File: config.mk
export PLATFORM = sky130hd
export DESIGN_NAME = spi_eeprom_seq
export DESIGN_NICKNAME = d
export VERILOG_FILES = /design/src/rtl/spi_eeprom_pkg.sv /design/src/rtl/seq_timer.sv /design/src/rtl/spi_char_shifter.sv /design/src/rtl/spi_eeprom_seq.sv
export SDC_FILE = /design/constraint.sdc
export NUM_CORES = 1
export LEC_CHECK = 0
export ABC_AREA = 1
export BUFFER_PORTS_ARGS = -buffer_cell sky130_fd_sc_hd__buf_2
export CORE_MARGIN = 2
export CORE_UTILIZATION = 47
export CTS_CLUSTER_DIAMETER = 120
export DETAILED_ROUTE_END_ITERATION = 6
export MAX_ROUTING_LAYER = met4
export PLACE_DENSITY = 0.69
export SYNTH_ARGS = -nofsm -noshare
export SYNTH_HDL_FRONTEND = slang
export SYNTH_SLANG_ARGS = --single-unit
File: constraint.sdc
create_clock -name clk -period 4.7 [get_ports clk]
set_input_delay 0.235 -clock clk [delete_from_list [all_inputs] [get_ports clk]]
set_output_delay 0.235 -clock clk [all_outputs]
set_load 0.05 [all_outputs]
File: src/rtl/spi_eeprom_pkg.sv
package spi_eeprom_pkg;

    localparam logic [7:0] OP_WREN  = 8'h06;
    localparam logic [7:0] OP_RDSR  = 8'h05;
    localparam logic [7:0] OP_READ  = 8'h03;
    localparam logic [7:0] OP_WRITE = 8'h02;

    typedef enum logic [2:0] {
        S_IDLE,
        S_LOAD,
        S_SHIFT,
        S_HAND,
        S_GAP,
        S_WAIT
    } seq_state_e;

    typedef enum logic [1:0] {
        F_WREN,
        F_XFER,
        F_POLL
    } frame_e;

endpackage

File: src/rtl/seq_timer.sv
module seq_timer #(
    parameter int W = 8
) (
    input  logic         clk,
    input  logic         rst_n,
    input  logic         load,
    input  logic [W-1:0] value,
    output logic         expired
);

    logic [W-1:0] cnt_d, cnt_q;

    always_comb begin
        cnt_d = cnt_q;
        if (load)
            cnt_d = value;
        else if (cnt_q != '0)
            cnt_d = cnt_q - W'(1);
    end

    always_ff @(posedge clk or negedge rst_n) begin
        if (!rst_n) cnt_q <= '0;
        else        cnt_q <= cnt_d;
    end

    assign expired = (cnt_q == '0);

endmodule

File: src/rtl/spi_char_shifter.sv
module spi_char_shifter #(
    parameter int CLK_DIV = 4,
    localparam int DW = $clog2(CLK_DIV + 1)
) (
    input  logic       clk,
    input  logic       rst_n,
    input  logic       start,
    input  logic [7:0] tx_byte,
    input  logic       miso,
    output logic       done,
    output logic [7:0] rx_byte,
    output logic       sclk,
    output logic       mosi
);

    typedef struct packed {
        logic          busy;
        logic [DW-1:0] div;
        logic [2:0]    bits;
        logic          sclk;
        logic [7:0]    sh;
        logic [7:0]    rx;
        logic          done;
    } eng_t;

    eng_t d, q;

    always_comb begin
        d      = q;
        d.done = 1'b0;
        if (!q.busy) begin
            if (start) begin
                d.busy = 1'b1;
                d.sh   = tx_byte;
                d.div  = '0;
                d.bits = '0;
                d.sclk = 1'b0;
            end
        end else if (q.div == DW'(CLK_DIV - 1)) begin
            d.div = '0;
            if (!q.sclk) begin
                d.sclk = 1'b1;
                d.rx   = {q.rx[6:0], miso};
            end else begin
                d.sclk = 1'b0;
                if (q.bits == 3'd7) begin
                    d.busy = 1'b0;
                    d.done = 1'b1;
                end else begin
                    d.bits = q.bits + 3'd1;
                    d.sh   = {q.sh[6:0], 1'b0};
                end
            end
        end else begin
            d.div = q.div + DW'(1);
        end
    end

    always_ff @(posedge clk or negedge rst_n) begin
        if (!rst_n) q <= '0;
        else        q <= d;
    end

    assign done    = q.done;
    assign rx_byte = q.rx;
    assign sclk    = q.sclk;
    assign mosi    = q.sh[7];

endmodule

File: src/rtl/spi_eeprom_seq.sv
module spi_eeprom_seq
    import spi_eeprom_pkg::*;
#(
    parameter int CLK_DIV    = 4,
    parameter int ADDR_MAX   = 3,
    parameter int MAX_FRAME  = 260,
    parameter int POLL_LIMIT = 1000,
    parameter int POLL_WAIT  = 50000,
    localparam int ALEN_W = $clog2(ADDR_MAX + 1),
    localparam int FW     = $clog2(MAX_FRAME + 1)
) (
    input  logic                  clk,
    input  logic                  rst_n,
    input  logic                  req_valid,
    input  logic                  req_write,
    input  logic [ALEN_W-1:0]     req_alen,
    input  logic [8*ADDR_MAX-1:0] req_addr,
    input  logic [FW-1:0]         req_len,
    output logic                  busy,
    output logic                  done,
    output logic                  err,
    input  logic [7:0]            wr_data,
    input  logic                  wr_valid,
    output logic                  wr_ready,
    output logic [7:0]            rd_data,
    output logic                  rd_valid,
    input  logic                  rd_ready,
    output logic                  sclk,
    output logic                  mosi,
    input  logic                  miso,
    output logic                  cs_n
);

    localparam int PCW = $clog2(POLL_LIMIT + 1);
    localparam int TW  = $clog2(POLL_WAIT + 2 * CLK_DIV + 1);
    localparam int TOTW = FW + 2;

    typedef struct packed {
        seq_state_e            st;
        frame_e                kind;
        logic                  wr;
        logic [ALEN_W-1:0]     alen;
        logic [FW-1:0]         len;
        logic [8*ADDR_MAX-1:0] addr;
        logic [FW-1:0]         idx;
        logic [FW-1:0]         flen;
        logic [PCW-1:0]        tries;
        logic                  busyflag;
        logic [7:0]            rdbuf;
        logic                  cs_n;
        logic                  done;
        logic                  err;
    } seq_t;

    seq_t d, q;

    logic          eng_start, eng_done;
    logic [7:0]    eng_tx, eng_rx;
    logic          tmr_load, tmr_exp;
    logic [TW-1:0] tmr_val;

    spi_char_shifter #(.CLK_DIV(CLK_DIV)) u_shift (
        .clk     (clk),
        .rst_n   (rst_n),
        .start   (eng_start),
        .tx_byte (eng_tx),
        .miso    (miso),
        .done    (eng_done),
        .rx_byte (eng_rx),
        .sclk    (sclk),
        .mosi    (mosi)
    );

    seq_timer #(.W(TW)) u_timer (
        .clk     (clk),
        .rst_n   (rst_n),
        .load    (tmr_load),
        .value   (tmr_val),
        .expired (tmr_exp)
    );

    // byte chosen for the current frame position
    logic                  in_addr, in_data, need_wdata;
    logic [ALEN_W-1:0]     sel;
    logic [8*ADDR_MAX-1:0] ash;
    logic [TOTW-1:0]       total;
    logic                  last_byte, adv;

    always_comb begin
        in_addr    = (q.idx != '0) && (q.idx <= FW'(q.alen));
        in_data    = (q.idx > FW'(q.alen));
        sel        = q.alen - q.idx[ALEN_W-1:0];
        ash        = q.addr >> (8 * int'(sel));
        need_wdata = (q.kind == F_XFER) && q.wr && in_data;
        last_byte  = (q.idx + FW'(1) == q.flen);
        eng_tx     = 8'h00;
        case (q.kind)
            F_WREN: eng_tx = OP_WREN;
            F_POLL: eng_tx = (q.idx == '0) ? OP_RDSR : 8'h00;
            default: begin
                if (q.idx == '0)   eng_tx = q.wr ? OP_WRITE : OP_READ;
                else if (in_addr)  eng_tx = ash[7:0];
                else if (q.wr)     eng_tx = wr_data;
                else               eng_tx = 8'h00;
            end
        endcase
    end

    always_comb begin
        d         = q;
        d.done    = 1'b0;
        eng_start = 1'b0;
        tmr_load  = 1'b0;
        tmr_val   = '0;
        wr_ready  = 1'b0;
        adv       = 1'b0;
        total     = TOTW'(1) + TOTW'(req_alen) + TOTW'(req_len) + TOTW'(!req_write);

        case (q.st)
            S_IDLE: begin
                if (req_valid) begin
                    d.wr       = req_write;
                    d.alen     = req_alen;
                    d.len      = req_len;
                    d.addr     = req_addr;
                    d.tries    = '0;
                    d.busyflag = 1'b0;
                    if ((int'(req_alen) > ADDR_MAX) || (int'(total) > MAX_FRAME)) begin
                        d.done = 1'b1;
                        d.err  = 1'b1;
                    end else begin
                        d.err  = 1'b0;
                        d.kind = req_write ? F_WREN : F_XFER;
                        d.flen = req_write ? FW'(1) : FW'(total);
                        d.idx  = '0;
                        d.cs_n = 1'b0;
                        d.st   = S_LOAD;
                    end
                end
            end
            S_LOAD: begin
                wr_ready = need_wdata;
                if (!need_wdata || wr_valid) begin
                    eng_start = 1'b1;
                    d.st      = S_SHIFT;
                end
            end
            S_SHIFT: begin
                if (eng_done) begin
                    if (q.kind == F_POLL && q.idx == FW'(1))
                        d.busyflag = eng_rx[0];
                    if (q.kind == F_XFER && !q.wr && in_data && !last_byte) begin
                        d.rdbuf = eng_rx;
                        d.st    = S_HAND;
                    end else begin
                        adv = 1'b1;
                    end
                end
            end
            S_HAND: begin
                if (rd_ready) adv = 1'b1;
            end
            S_GAP: begin
                if (tmr_exp) begin
                    case (q.kind)
                        F_WREN: begin
                            d.kind = F_XFER;
                            d.idx  = '0;
                            d.flen = FW'(1) + FW'(q.alen) + q.len;
                            d.cs_n = 1'b0;
                            d.st   = S_LOAD;
                        end
                        F_XFER: begin
                            if (q.wr) begin
                                d.kind = F_POLL;
                                d.idx  = '0;
                                d.flen = FW'(2);
                                d.cs_n = 1'b0;
                                d.st   = S_LOAD;
                            end else begin
                                d.done = 1'b1;
                                d.err  = 1'b0;
                                d.st   = S_IDLE;
                            end
                        end
                        default: begin
                            if (!q.busyflag) begin
                                d.done = 1'b1;
                                d.err  = 1'b0;
                                d.st   = S_IDLE;
                            end else if (int'(q.tries) + 1 >= POLL_LIMIT) begin
                                d.done = 1'b1;
                                d.err  = 1'b1;
                                d.st   = S_IDLE;
                            end else begin
                                d.tries  = q.tries + PCW'(1);
                                tmr_load = 1'b1;
                                tmr_val  = TW'(POLL_WAIT);
                                d.st     = S_WAIT;
                            end
                        end
                    endcase
                end
            end
            S_WAIT: begin
                if (tmr_exp) begin
                    d.kind = F_POLL;
                    d.idx  = '0;
                    d.flen = FW'(2);
                    d.cs_n = 1'b0;
                    d.st   = S_LOAD;
                end
            end
            default: d.st = S_IDLE;
        endcase

        if (adv) begin
            if (last_byte) begin
                d.cs_n   = 1'b1;
                d.st     = S_GAP;
                tmr_load = 1'b1;
                tmr_val  = TW'(2 * CLK_DIV);
            end else begin
                d.idx = q.idx + FW'(1);
                d.st  = S_LOAD;
            end
        end
    end

    always_ff @(posedge clk or negedge rst_n) begin
        if (!rst_n) begin
            q      <= '0;
            q.cs_n <= 1'b1;
        end else begin
            q <= d;
        end
    end

    assign busy     = (q.st != S_IDLE);
    assign done     = q.done;
    assign err      = q.err;
    assign rd_valid = (q.st == S_HAND);
    assign rd_data  = q.rdbuf;
    assign cs_n     = q.cs_n;

endmodule

==> impl_metrics.toml <==
[worst_hold_path]
hold_class = "input pin to register"
min-delay-start = "req_addr[12]"

[clocking]
clkSinkCount = 122
clock_path_buffers = 2
cts_inserted_buffers = 17
cts_tree = "built"
post-cts-setup-buffers = 0
worstSkewPairLatency_ns = 0.42
htreeDepth = 4
root_buffer = "clkbuf_16"
clkTransAtPathRegs_ns = 0.06

[critical_path]
crit_buf_inv = 4
critical_path.most_common_cell = "nand2_1"
crit_path_start_kind = "register"
cp_top_family = "simple AND/OR/NAND/NOR gates"
crit_arrival_ns = 3.48
r2r_setup_slack_ns = 1.52
worst-endpoint-required_ns = 5.00
r2r_end = "q[31]"
critPathMaxFanout = 11
r2r_cells = 14
cp_slowest_cell = "dfrtp_1"
crit_chain = "inv_2 > ha_1 > inv_1 > o22ai_1 > nand2_2 > clkinv_1 > nor2_1 > nand2_1 > nand2_1 > nand2_1 > nand2_1 > inv_1 > nand2_1 > nand2_1"
endpoint = "q[31]"
cp.depth = 14
path_class = "register to register"
cp-end-kind = "register"
reg2reg_from = "q[31]"
slowest_delay_ns = 0.52
crit_path_start = "q[31]"

[synthesis]
synth.avg_cell_area_um2 = 7.42
synthCells = 952
ys_ff_latch = 122
synth_compound_area_share_pct = 9.65
synthSimpleGateAreaFrac_pct = 32.3
synth.cell_area_um2 = 7060
syn-num-nets = 1022
ys_seq_area_share_pct = 43.2
synth-edff-count = 0
synth.yosys.warnings = 0
ys_async_sr_fraction_pct = 100
synth_flop_cell = "dfrtp_1"
synth_mux_area_share_pct = 0
synth_xor_area_share_pct = 2.73
yosysUniqueCellTypes = 49
synth_top_family_by_area = "simple AND/OR/NAND/NOR gates"
synth_fa_ha_area_share_pct = 3.75

[drt]
remaining_drc_errors = 0
vias = 6216
wl_um = 16300
drt_iter0_markers = 331
vias_per_cell = 5.13
drtAntennaViolNets = 0
drt_pre_antenna_iters = 5
wl_per_cell_um = 13.5

[finish]
n_antenna_cell = 0
final_common_cell = "nand2_1"
area_growth_syn_to_layout_pct = 15.3
drive_gt1_share_pct = 12.4
mostFrequentLayoutCells = "nand2_1, dfrtp_1, inv_1"
fin_nets = 1086
final_util_pct = 55.8
design_area_um2 = 8150

[timing]
fin_skew_ns = 0.00585
fin_setup_tns_ns = 0
worst_pin_slew_ns = 0.873
finalSetupViolCount = 0
min_period_over_period_pct = 67.7
hold_viol_final = 0
fmax_mhz = 314
period_needed_ns = 3.18
rsz0062_at_grt = "no"
maxSlewHeadroom_pct = 41.6
slew_violations = 0

[grt]
gr-usage-met3_pct = 4.60
grt_pass1_vias = 5838
grt_pass1_wl_um = 28200
grt-busiest-layer = "met2"
grt_use_met1_pct = 31.5
grt-ovfl-total = 0
met2_usage_pct = 32.8
grt_start_max_net_pins = 44
antenna_found_initial = 0
track_usage_pct = 22.3

[floorplanning]
die-area_um2 = 16000
start_util_pct = 48.4
die_h_um = 127
io_pins = 66
die_x_um = 127
core_area_um2 = 14600
row_count = 44

[placed_design]
place.gp.congestion = 0.888
placed_area_um2 = 7490
io_buffer_count = 65
place_hpwl_um = 11900

[power_and_ir_drop]
power.static_leakage_nw = 4.24
netSwitchingFraction_pct = 23.3
irDropWorstVdd_uv = 253
power.switching_uw = 601
p_int_mw = 1.97
p_clk_share_pct = 52.2
p_per_area_nw_per_um2 = 316
combPwrFrac_pct = 5.8
p_seq_share_pct = 42.0

[run_status]
outcome = "complete, no violations"

[flow_run]
max_cap_violations = 0
## routing by layer
metal | part of all wire [%] | routed length [um] | up-vias
met3 | 4.4 | 721 | 14
met5 | 0 | 0 | -
met2 | 45 | 7400 | 143
li1 | - | - | 3203
met1 | 49 | 8030 | 2856
met4 | 1.2 | 190 | 0
## worst min-delay path: cells and delay by family
| kind | cells | cell delay [ns] |
|---|---|---|
| AND/OR/NAND/NOR | 2 | 0.09 |
| buffers and inverters | 1 | 0.07 |
## how the worst min path moves through the flow
stage	endpoint	depth (start not counted)	slack [ns]
final	q[52]	3	0.01
after global routing	q[50]	3	0.01
after CTS	q[52]	3	0.0009
after detailed placement	u_timer.cnt_q[13]	1	0.25
after global placement	u_timer.cnt_q[13]	1	0.24
after floorplan	done	0	-0.06
## what timing repair did
item	CTS	global route
hold buffers	5	0
hold endpoints to repair	40	0
resized for setup	0	0
## kinds of logic after synthesis
kind of cell,Yosys count
DFF,122
adders and majority gates,20
buffers and inverters,141
xor gates and xnor gates,22
AOI/OAI and AO/OA,117
and+or+nand+nor,530
## per-stage QoR
step           instances  setup WS [ns]  power [mW]  hold slack (ns)
5_1_grt             1212           1.16        2.67           0.0122
6_report            1212           1.52        2.57           0.0121
3_5_place_dp        1176           1.54        1.25            0.247
4_1_cts             1212           1.51        2.60         0.000888
3_3_place_gp        1176           1.59        1.24            0.242
2_1_floorplan        952           2.07        1.17          -0.0606
## registers in the layout, summed over array words and instances, names as in the netlist, 8 cells and up
| signal | count |
|---|---|
| rd_data | 8 |
| u_timer.cnt_q | 16 |
| u_shift.rx_byte | 8 |
| q | 70 |
| u_shift.q | 14 |
## cell usage after synthesis (7+ instances only)
library cell	count	area share (%)
buf_4	9	0.96
inv_1	105	5.6
buf_2	7	0.50
clkbuf_1	10	0.53
nand4_1	18	1.6
o211ai_1	10	1.1
xor2_1	16	2.0
nand2_1	314	17
nor2_2	7	0.62
ha_1	18	3.2
nand3_1	83	5.9
dfrtp_1	121	43
a21oi_1	18	1.3
o21ai_0	65	4.6
nor3_1	7	0.50
nor2_1	78	4.1
## cell type report
type	count	area, um2
Multi-Input combinational cell	689	3430
Clock buffer	18	439
Sequential cell	122	3050
Inverter	112	420
Timing Repair Buffer	74	408
Fill cell	1397	6440
Tap cell	184	230
Clock inverter	13	169
## power groups by stage
stage               sequential [mW]  combinational, mW  clock (mW)
global route                   1.08              0.176        1.42
CTS                            1.08              0.151        1.36
floorplan                      1.09             0.0795           0
finish                         1.08              0.150        1.34
global placement               1.10              0.146           0
detailed placement             1.10              0.147           0
No activity file was read; power rests on OpenSTA's default activity.
